### src/rtl/kwdt_pkg.sv
package kwdt_pkg;

   typedef enum logic [1:0] {
      WORD_COUNT  = 2'd0,
      WORD_ENABLE = 2'd1,
      WORD_KEY    = 2'd2,
      WORD_STATUS = 2'd3
   } wd_word_e;

   // bit 0 count enable, bit 1 interrupt enable, bit 2 reset enable
   typedef struct packed {
      logic rst_en;
      logic irq_en;
      logic cnt_en;
   } wd_ctrl_t;

   localparam int CTRL_BITS = $bits(wd_ctrl_t);

endpackage

### src/rtl/kwdt_counter.sv
module kwdt_counter #(
   parameter int CNT_W = 32
) (
   input  logic             clk,
   input  logic             rst_n,
   input  logic             cnt_en,
   input  logic             load,
   input  logic [CNT_W-1:0] load_val,
   output logic [CNT_W-1:0] cnt_o,
   output logic             zero_o
);

   localparam logic [CNT_W-1:0] CNT_INIT = {CNT_W{1'b1}};
   localparam logic [CNT_W-1:0] CNT_ONE  = CNT_W'(1);

   logic [CNT_W-1:0] cnt_q;

   always_ff @(posedge clk or negedge rst_n) begin
      if (!rst_n)
         cnt_q <= CNT_INIT;
      else if (load)
         cnt_q <= load_val;
      else if (cnt_en && (cnt_q != '0))
         cnt_q <= cnt_q - CNT_ONE;
   end

   assign cnt_o  = cnt_q;
   assign zero_o = (cnt_q == '0);

   assert_step_down_R4: assert property (@(posedge clk) disable iff (!rst_n)
      (cnt_en && !load && cnt_q != '0) |=> (cnt_q == $past(cnt_q) - CNT_ONE));

   assert_floor_R4: assert property (@(posedge clk) disable iff (!rst_n)
      (zero_o && !load) |=> zero_o);

   assert_idle_hold_R5: assert property (@(posedge clk) disable iff (!rst_n)
      (!cnt_en && !load) |=> $stable(cnt_q));

endmodule

### src/rtl/kwdt_status.sv
module kwdt_status (
   input  logic clk,
   input  logic cold_rst_n,
   input  logic rst_n,
   input  logic set_i,
   input  logic clr_i,
   output logic flag_o
);

   logic flag_q;

   always_ff @(posedge clk or negedge cold_rst_n) begin
      if (!cold_rst_n)
         flag_q <= 1'b0;
      else if (set_i)
         flag_q <= 1'b1;
      else if (clr_i)
         flag_q <= 1'b0;
   end

   assign flag_o = flag_q;

   assert_status_set_R9: assert property (@(posedge clk) disable iff (!cold_rst_n || !rst_n)
      set_i |=> flag_o);

   assert_status_sticky_R10: assert property (@(posedge clk) disable iff (!cold_rst_n)
      (flag_o && !clr_i) |=> flag_o);

endmodule

### src/rtl/kwdt_regs.sv
module kwdt_regs
   import kwdt_pkg::*;
#(
   parameter int              DATA_W     = 32,
   parameter int              ADDR_W     = 4,
   parameter int              CNT_W      = 32,
   parameter logic [DATA_W-1:0] UNLOCK_KEY = DATA_W'(32'h0000_482E)
) (
   input  logic              clk,
   input  logic              rst_n,
   input  logic              bus_sel,
   input  logic              bus_wr,
   input  logic [ADDR_W-1:0] bus_addr,
   input  logic [DATA_W-1:0] bus_wdata,
   input  logic [CNT_W-1:0]  cnt_val,
   input  logic              status_val,
   output wd_ctrl_t          ctrl_o,
   output logic              cnt_load_o,
   output logic              status_clr_o,
   output logic [DATA_W-1:0] bus_rdata
);

   localparam logic [ADDR_W-1:0] A_COUNT  = ADDR_W'(WORD_COUNT);
   localparam logic [ADDR_W-1:0] A_ENABLE = ADDR_W'(WORD_ENABLE);
   localparam logic [ADDR_W-1:0] A_KEY    = ADDR_W'(WORD_KEY);
   localparam logic [ADDR_W-1:0] A_STATUS = ADDR_W'(WORD_STATUS);

   logic [DATA_W-1:0] key_q;
   wd_ctrl_t          ctrl_q;
   logic              wr_stb;
   logic              unlocked;
   logic              ctrl_wr;
   logic [DATA_W-1:0] cnt_ext;

   assign wr_stb       = bus_sel && bus_wr;
   assign unlocked     = (key_q == UNLOCK_KEY);
   assign ctrl_wr      = wr_stb && (bus_addr == A_ENABLE) && unlocked;
   assign cnt_load_o   = wr_stb && (bus_addr == A_COUNT) && unlocked;
   assign status_clr_o = wr_stb && (bus_addr == A_STATUS) && bus_wdata[0];

   always_ff @(posedge clk or negedge rst_n) begin
      if (!rst_n)
         key_q <= '0;
      else if (wr_stb && (bus_addr == A_KEY))
         key_q <= bus_wdata;
   end

   always_ff @(posedge clk or negedge rst_n) begin
      if (!rst_n)
         ctrl_q <= '0;
      else if (ctrl_wr)
         ctrl_q <= wd_ctrl_t'(bus_wdata[CTRL_BITS-1:0]);
   end

   assign ctrl_o = ctrl_q;

   generate
      if (CNT_W == DATA_W) begin : g_cnt_full
         assign cnt_ext = cnt_val;
      end else begin : g_cnt_pad
         assign cnt_ext = {{(DATA_W-CNT_W){1'b0}}, cnt_val};
      end
   endgenerate

   always_comb begin
      bus_rdata = '0;
      if (bus_addr == A_COUNT)
         bus_rdata = cnt_ext;
      else if (bus_addr == A_ENABLE)
         bus_rdata = DATA_W'(ctrl_q);
      else if (bus_addr == A_KEY)
         bus_rdata = key_q;
      else if (bus_addr == A_STATUS)
         bus_rdata = DATA_W'(status_val);
   end

   assert_locked_enable_R2: assert property (@(posedge clk) disable iff (!rst_n)
      (wr_stb && bus_addr == A_ENABLE && key_q != UNLOCK_KEY) |=> (ctrl_q == $past(ctrl_q)));

   assert_key_write_R3: assert property (@(posedge clk) disable iff (!rst_n)
      (wr_stb && bus_addr == A_KEY) |=> (key_q == $past(bus_wdata)));

endmodule

### src/rtl/kwdt_top.sv
module kwdt_top
   import kwdt_pkg::*;
#(
   parameter int                DATA_W     = 32,
   parameter int                ADDR_W     = 4,
   parameter int                CNT_W      = 32,
   parameter logic [DATA_W-1:0] UNLOCK_KEY = DATA_W'(32'h0000_482E)
) (
   input  logic              clk,
   input  logic              rst_n,
   input  logic              cold_rst_n,
   input  logic              bus_sel,
   input  logic              bus_wr,
   input  logic [ADDR_W-1:0] bus_addr,
   input  logic [DATA_W-1:0] bus_wdata,
   output logic [DATA_W-1:0] bus_rdata,
   output logic              wd_irq,
   output logic              wd_rst_n
);

   generate
      if (CNT_W < 2 || CNT_W > DATA_W) begin : g_bad_cnt_w
         $error("kwdt_top: CNT_W must be within 2..DATA_W");
      end
      if (ADDR_W < 2) begin : g_bad_addr_w
         $error("kwdt_top: ADDR_W must be at least 2");
      end
      if (DATA_W < CTRL_BITS) begin : g_bad_data_w
         $error("kwdt_top: DATA_W too narrow for the enable field");
      end
   endgenerate

   wd_ctrl_t         ctrl;
   logic             cnt_load;
   logic             status_clr;
   logic             status_flag;
   logic [CNT_W-1:0] cnt;
   logic             cnt_zero;
   logic             alarm_rst;

   kwdt_regs #(
      .DATA_W    (DATA_W),
      .ADDR_W    (ADDR_W),
      .CNT_W     (CNT_W),
      .UNLOCK_KEY(UNLOCK_KEY)
   ) u_regs (
      .clk         (clk),
      .rst_n       (rst_n),
      .bus_sel     (bus_sel),
      .bus_wr      (bus_wr),
      .bus_addr    (bus_addr),
      .bus_wdata   (bus_wdata),
      .cnt_val     (cnt),
      .status_val  (status_flag),
      .ctrl_o      (ctrl),
      .cnt_load_o  (cnt_load),
      .status_clr_o(status_clr),
      .bus_rdata   (bus_rdata)
   );

   kwdt_counter #(
      .CNT_W(CNT_W)
   ) u_counter (
      .clk     (clk),
      .rst_n   (rst_n),
      .cnt_en  (ctrl.cnt_en),
      .load    (cnt_load),
      .load_val(bus_wdata[CNT_W-1:0]),
      .cnt_o   (cnt),
      .zero_o  (cnt_zero)
   );

   assign alarm_rst = cnt_zero && ctrl.rst_en;

   kwdt_status u_status (
      .clk       (clk),
      .cold_rst_n(cold_rst_n),
      .rst_n     (rst_n),
      .set_i     (alarm_rst),
      .clr_i     (status_clr),
      .flag_o    (status_flag)
   );

   assign wd_irq   = cnt_zero && ctrl.irq_en;
   assign wd_rst_n = !alarm_rst;

   assert_quiet_nonzero_R6: assert property (@(posedge clk) disable iff (!rst_n)
      (cnt != '0) |-> (!wd_irq && wd_rst_n));

   assert_release_on_load_R8: assert property (@(posedge clk) disable iff (!rst_n)
      (cnt_load && bus_wdata[CNT_W-1:0] != '0) |=> (!wd_irq && wd_rst_n));

endmodule

### config.mk
export PLATFORM = sky130hd
export DESIGN_NAME = kwdt_top
export DESIGN_NICKNAME = d
export VERILOG_FILES = /design/src/rtl/kwdt_pkg.sv /design/src/rtl/kwdt_counter.sv /design/src/rtl/kwdt_status.sv /design/src/rtl/kwdt_regs.sv /design/src/rtl/kwdt_top.sv
export SDC_FILE = /design/constraint.sdc
export NUM_CORES = 1
export LEC_CHECK = 0
export ABC_AREA = 1
export BUFFER_PORTS_ARGS = -buffer_cell sky130_fd_sc_hd__buf_2
export CAP_MARGIN = 10
export CORE_MARGIN = 2
export CORE_UTILIZATION = 50
export CTS_CLUSTER_DIAMETER = 40
export DETAILED_ROUTE_END_ITERATION = 10
export GPL_ROUTABILITY_DRIVEN = 1
export HOLD_SLACK_MARGIN = 0.02
export PLACE_DENSITY = 0.71
export REMOVE_ABC_BUFFERS = 1
export SLEW_MARGIN = 10
export SYNTH_ARGS = -nofsm -noshare
export SYNTH_HDL_FRONTEND = slang
export SYNTH_HIERARCHICAL = 1
export SYNTH_SLANG_ARGS = --single-unit
### constraint.sdc
create_clock -name clk -period 3.4 [get_ports clk]
set_input_delay 0 -clock clk [delete_from_list [all_inputs] [get_ports clk]]
set_output_delay 0 -clock clk [all_outputs]
set_load 0.01 [all_outputs]
### Yosys cells after proc, flatten, opt, wreduce, memory -nomap -nowiden

Cells that the tools add are included.

* bits in registers: 68
* input bits: 41

* add/sub/neg operators: 1
* mux-type cells: 8
* reductions and logical operators: 17
* equal/unequal tests: 4

Operators by type and width (count)
* $mux 32: 5
* $eq 32x15->1 const B: 1
* $logic_not 32->1: 1
* $reduce_bool 32->1: 1
* $sub 32x1->32 const B: 1
* $logic_and 1x1->1: 11
* $eq 4x2->1 const B: 2
* $eq 4x1->1 const B: 1
* $logic_not 4->1: 1
* $reduce_bool 2->1: 2
* $mux 1: 3
* $logic_not 1->1: 1

### Depth between registers and ports, before layout

* word-level depth: 5
* gate-level depth with buffers: 14
* depth with buffers taken out: 12

### By module

The synthesis kept the hierarchy.

By module, submodules not included
* kwdt_counter: times used 1, area an instance 2693.8 um2, cells each 433, seq. area each 840.8 um2
* kwdt_regs: times used 1, area an instance 2423.6 um2, cells each 303, seq. area each 875.8 um2
* kwdt_status: times used 1, area an instance 40.0 um2, cells each 5, seq. area each 25.0 um2
* kwdt_top: times used 1, area an instance 17.5 um2, cells each 4, seq. area each 0.0 um2

### Worst setup path before layout

OpenSTA, ideal clock, no wires.

* path type: register to register
* start: register u_regs.key_q[0]
* end: register u_counter.cnt_q[21], in the netlist u_counter/cnt_o[21]
* cell stages (with the launch flop): 11
* required time: 3336 ps
* path slack: 1612 ps
* clock period less this slack: 1788 ps
* arrival: 1724 ps
* library setup time: 64 ps
* cells stage by stage: dfrtp_1 > nor2_1 > nand2_1 > nor2_1 > nand2_1 > nor3_1 > buf_2 > buf_1 > clkbuf_1 > nand2_1 > nand3_1

* longest elaborated chain between the ends: 3

Ends and longest elaborated chain
* start: declaration: line kwdt_regs.sv:28 `logic [DATA_W-1:0] key_q;`
* start signal: assignment: line kwdt_regs.sv:45 `key_q <= bus_wdata;`
* $eq 32x15->1 (*): line kwdt_regs.sv:36 `assign unlocked = (key_q == UNLOCK_KEY);`
* $logic_and 1x1->1 (*): line kwdt_regs.sv:38 `assign cnt_load_o = wr_stb && (bus_addr == A_COUNT) && unlocked;`
* net cnt_load: line kwdt_top.sv:34 `logic cnt_load;`
* $mux 32 / $reduce_bool 2->1 (equally long branches)
* end signal: assignment: line kwdt_counter.sv:22 `cnt_q <= load_val;`
* end signal: assignment: line kwdt_counter.sv:24 `cnt_q <= cnt_q - CNT_ONE;`
* end: declaration: line kwdt_counter.sv:16 `logic [CNT_W-1:0] cnt_q;`

The timed path passes the listed nets; every way through them passes the cells marked *.
A chain may end at the register's enable or synchronous reset.

### Worst setup path in the final report

* start: register u_counter.cnt_q[0], in the netlist u_counter/cnt_o[0]
* end: register u_counter.cnt_q[26], in the netlist u_counter/cnt_o[26]

* longest elaborated chain between the ends: 3

Ends and longest elaborated chain
* $sub 32x1->32 / $reduce_bool 32->1 (equally long branches): line kwdt_counter.sv:24, kwdt_counter.sv:23
* $mux 32 / $logic_and 1x1->1 (equally long branches): line kwdt_counter.sv:23 `else if (cnt_en && (cnt_q != '0))`
* $mux 32 / $reduce_bool 2->1 (equally long branches)

Several ways; a longest one is shown, not always the timed one. The select of a mux whose other input is x is not followed.

==> impl_results.md <==
* Post-Syn Area at 0.00517 sq mm
* Max_slew headroom at 0.368
* Wirelength per Cell at 14.5 um
* Synth top cells by count: nand2_1 (259), nor2_1 (88), inv_1 (75)
* Die X at 106 um
* HP Class: in2reg
* Synth top area share at 0.188
* Core area at 0.0102 sq mm
* Largest family of logic cells by synthesized area: simple AND/OR/NAND/NOR gates
* Post-DRT Antenna Nets at 0
* R2r endpoint: u_counter/cnt_o[26]$_DFFE_PN1P_
* Req. time, crit path at 3.69 ns
* Final wirelength at 14,300 um
* CTS buffer count at 9
* Fillers at 973
* Startpoint Class: flip-flop
* Max_cap viols at 0
* Cells after synthesis at 745
* Synth Area in Simple Gates at 0.437
* Starting Density at 0.508
* Post-synthesis mux area share at 0
* Port bufs at 74
* Synth area leader: nand2_1
* Synthesis-to-finish area growth at 20.0%
* Min Hold Slack at 0.0621 ns
* Sink of the worst hold path: u_status/flag_o$_DFFE_PN0P_
* Reg power frac at 0.422
* Switching share of power at 0.257
* Synthesized flop and latch total at 68
* Clock Power Share at 0.440
* Routability Congestion at 0.930
* Crit path kind: reg2reg
* Net Sw Power at 570 uW
* R2R Path Start: u_counter/cnt_o[0]$_DFFE_PN1P_
* Pint at 1650 uW
* Reg clk slew, reported paths at 0.09 ns
* Power share of the combinational group at 0.138
* Slew of the pin with the lowest slew margin at 0.948 ns
* Place WS at 1.17 ns
* Unrepaired setup endpoints after global routing: false
* Slew Viols, Final at 0
* Setup WS post-layout at 1.15 ns
* CTS Buffer Depth at 2
* Post-Synth Adder-Cell Area at 0.00242
* # diodes at 0
* Final Setup Violations at 0
* Number of synthesized flops with an enable pin at 0
* Compound-cell area share of the yosys netlist at 0.121
* CP Max Fanout at 13
* # clock sinks at 68
* Fin crit share at 0.663
* Tot GR Track Use at 0.268
* DR DRC count at 0
* Via count at 5,130
* Unique masters post-synth at 44
* Most used DFF post-synth: dfrtp_1
* Global route overflow at 0
* VDD IR-drop max at 210 uV
* Leakage at 0.00301 uW
* Share of cells above drive strength 1 at 0.270
* Worst Skew at 0.0126 ns
* Xor/xnor share of the synthesized area at 0.00508
* Die footprint at 0.0112 sq mm
* Max Clk Rate at 444 MHz
* 1st-pass router iterations at 5
* Mean post-synth cell area at 6.95 sq um
* Post-DP HPWL at 10,400 um
* Clk Latency, worst-skew pair at 0.37 ns
* Yosys warning count at 6
* Hold path start: bus_addr[0]
* H-Tree Depth at 3
* I/O Pins at 75
* 1st-iter DRT viols at 294
* Post-DR vias/cell at 5.19
* Vias in the first global route at 4,923
* Most common cell in the netlist: nand2_1
* Seq/Total Area, Yosys at 0.337
* WP data arrival at 2.55 ns
* Post-route minimum period at 2.25 ns
* R2r setup slk at 1.15 ns
* Antenna violations before repair at 0
* Root buffer cell: clkbuf_8
* Largest net degree at the start of global routing at 62
* Outcome: completed
* Async set or reset register ratio after synthesis at 1.00
* Hold Fails Final Rpt at 0
* Dominant cells by area after synthesis: nand2_1 (19%), dfrtp_1 (17%), dfstp_2 (16%)
* PostCTS Resize Cnt at 0
* Row count at 37
* Die height at 106 um
* CTS tree: done
* Pwr per Cell Area at 357 mW/mm^2
* Hold Crit Depth at 6
* Element type at the critical path end: flip-flop
* R2R cell count at 9
* Setup_tns at 0 ns
* Final #Nets at 890
* First-pass GRT wire length at 23,800 um
[sequential cells by signal, summed over array words and instances (netlist names)]
signal,flops
u_regs/ctrl_o,3
u_status/flag_o,1
u_counter/cnt_o,32
u_regs/key_q,32
[worst max path at each step]
stage	start	endpoint	slack [ns]	depth (start not counted)
after global routing	u_counter/cnt_o[0]$_DFFE_PN1P_	u_counter/cnt_o[26]$_DFFE_PN1P_	0.94	9
after CTS	u_counter/cnt_o[0]$_DFFE_PN1P_	u_counter/cnt_o[26]$_DFFE_PN1P_	1.13	9
final	u_counter/cnt_o[0]$_DFFE_PN1P_	u_counter/cnt_o[26]$_DFFE_PN1P_	1.15	9
after global placement	u_counter/cnt_o[0]$_DFFE_PN1P_	u_counter/cnt_o[4]$_DFFE_PN1P_	1.24	9
after floorplan	u_regs/key_q[0]$_DFFE_PN0P_	u_counter/cnt_o[0]$_DFFE_PN1P_	-1.81	9
after detailed placement	u_counter/cnt_o[0]$_DFFE_PN1P_	u_counter/cnt_o[4]$_DFFE_PN1P_	1.17	9
[critical path: stages (launching register included)]
cell	delay (ns)
dfstp_2	0.54
inv_1	0.09
ha_1	0.30
nand2_4	0.14
nor2_8	0.07
nand2_4	0.08
nor2_1	0.06
nor3_2	0.61
nand2_1	0.16
nand3_1	0.13
[layer usage]
layer	global-route usage	up-vias	share of wire
met4	0.0987	0	0.025
li1	-	2548	-
met5	0	-	0
met2	0.452	152	0.48
met3	0.0439	24	0.049
met1	0.347	2406	0.44
[power groups by stage]
stage / Clock, uW / Sequential, uW / Combinational (uW)
6_report: 975 / 937 / 306
5_1_grt: 1020 / 946 / 345
4_1_cts: 992 / 937 / 309
3_5_place_dp: 0 / 950 / 278
3_3_place_gp: 0 / 948 / 268
2_1_floorplan: 0 / 936 / 176
[through the flow]
step	cell area [sq um]	util	cells	power, uW
6_report	6210	0.610	989	2220
5_1_grt	6210	0.610	989	2310
4_1_cts	6210	0.610	989	2240
3_5_place_dp	5570	0.547	938	1230
3_3_place_gp	5570	0.547	938	1220
2_1_floorplan	4980	-	722	1110
[timing repair]
item                                   CTS  global route
setup endpoints to repair                0             0
hold buffers                            35             0
buffers inserted                         0             0
endpoints found under the hold margin   85             0
[placed cells by master (no fill, tap or decap), types with 7 or more instances in the layout]
master	netlist	final
dlygate4sd3_1	0	35
o21ai_1	17	17
dfstp_2	32	32
nand2_2	7	7
o21ai_0	21	21
clkbuf_8	0	9
nand4_1	11	11
o21ai_2	12	12
nand3_1	61	61
nand2_1	259	259
dfrtp_1	36	36
a21oi_2	27	27
inv_1	75	75
buf_2	6	74
nor2_4	30	30
nor2_1	88	88
[kinds of logic after synthesis]
group,Yosys count
adders and majority gates,1
buffers and inverters,105
and+or+nand+nor,480
xor gates and xnor gates,3
AOI/OAI and AO/OA,88
DFF,68
[cell type report]
class	count	area [sq um]	area share
Inverter	82	318	0.0512
Sequential cell	68	1740	0.280
Multi-Input combinational cell	572	2930	0.472
Clock buffer	9	124	0.0199
Tap cell	136	170	0.0274
Timing Repair Buffer	115	766	0.123
Clock inverter	7	163	0.0262
(Power assumes the default switching activity.)
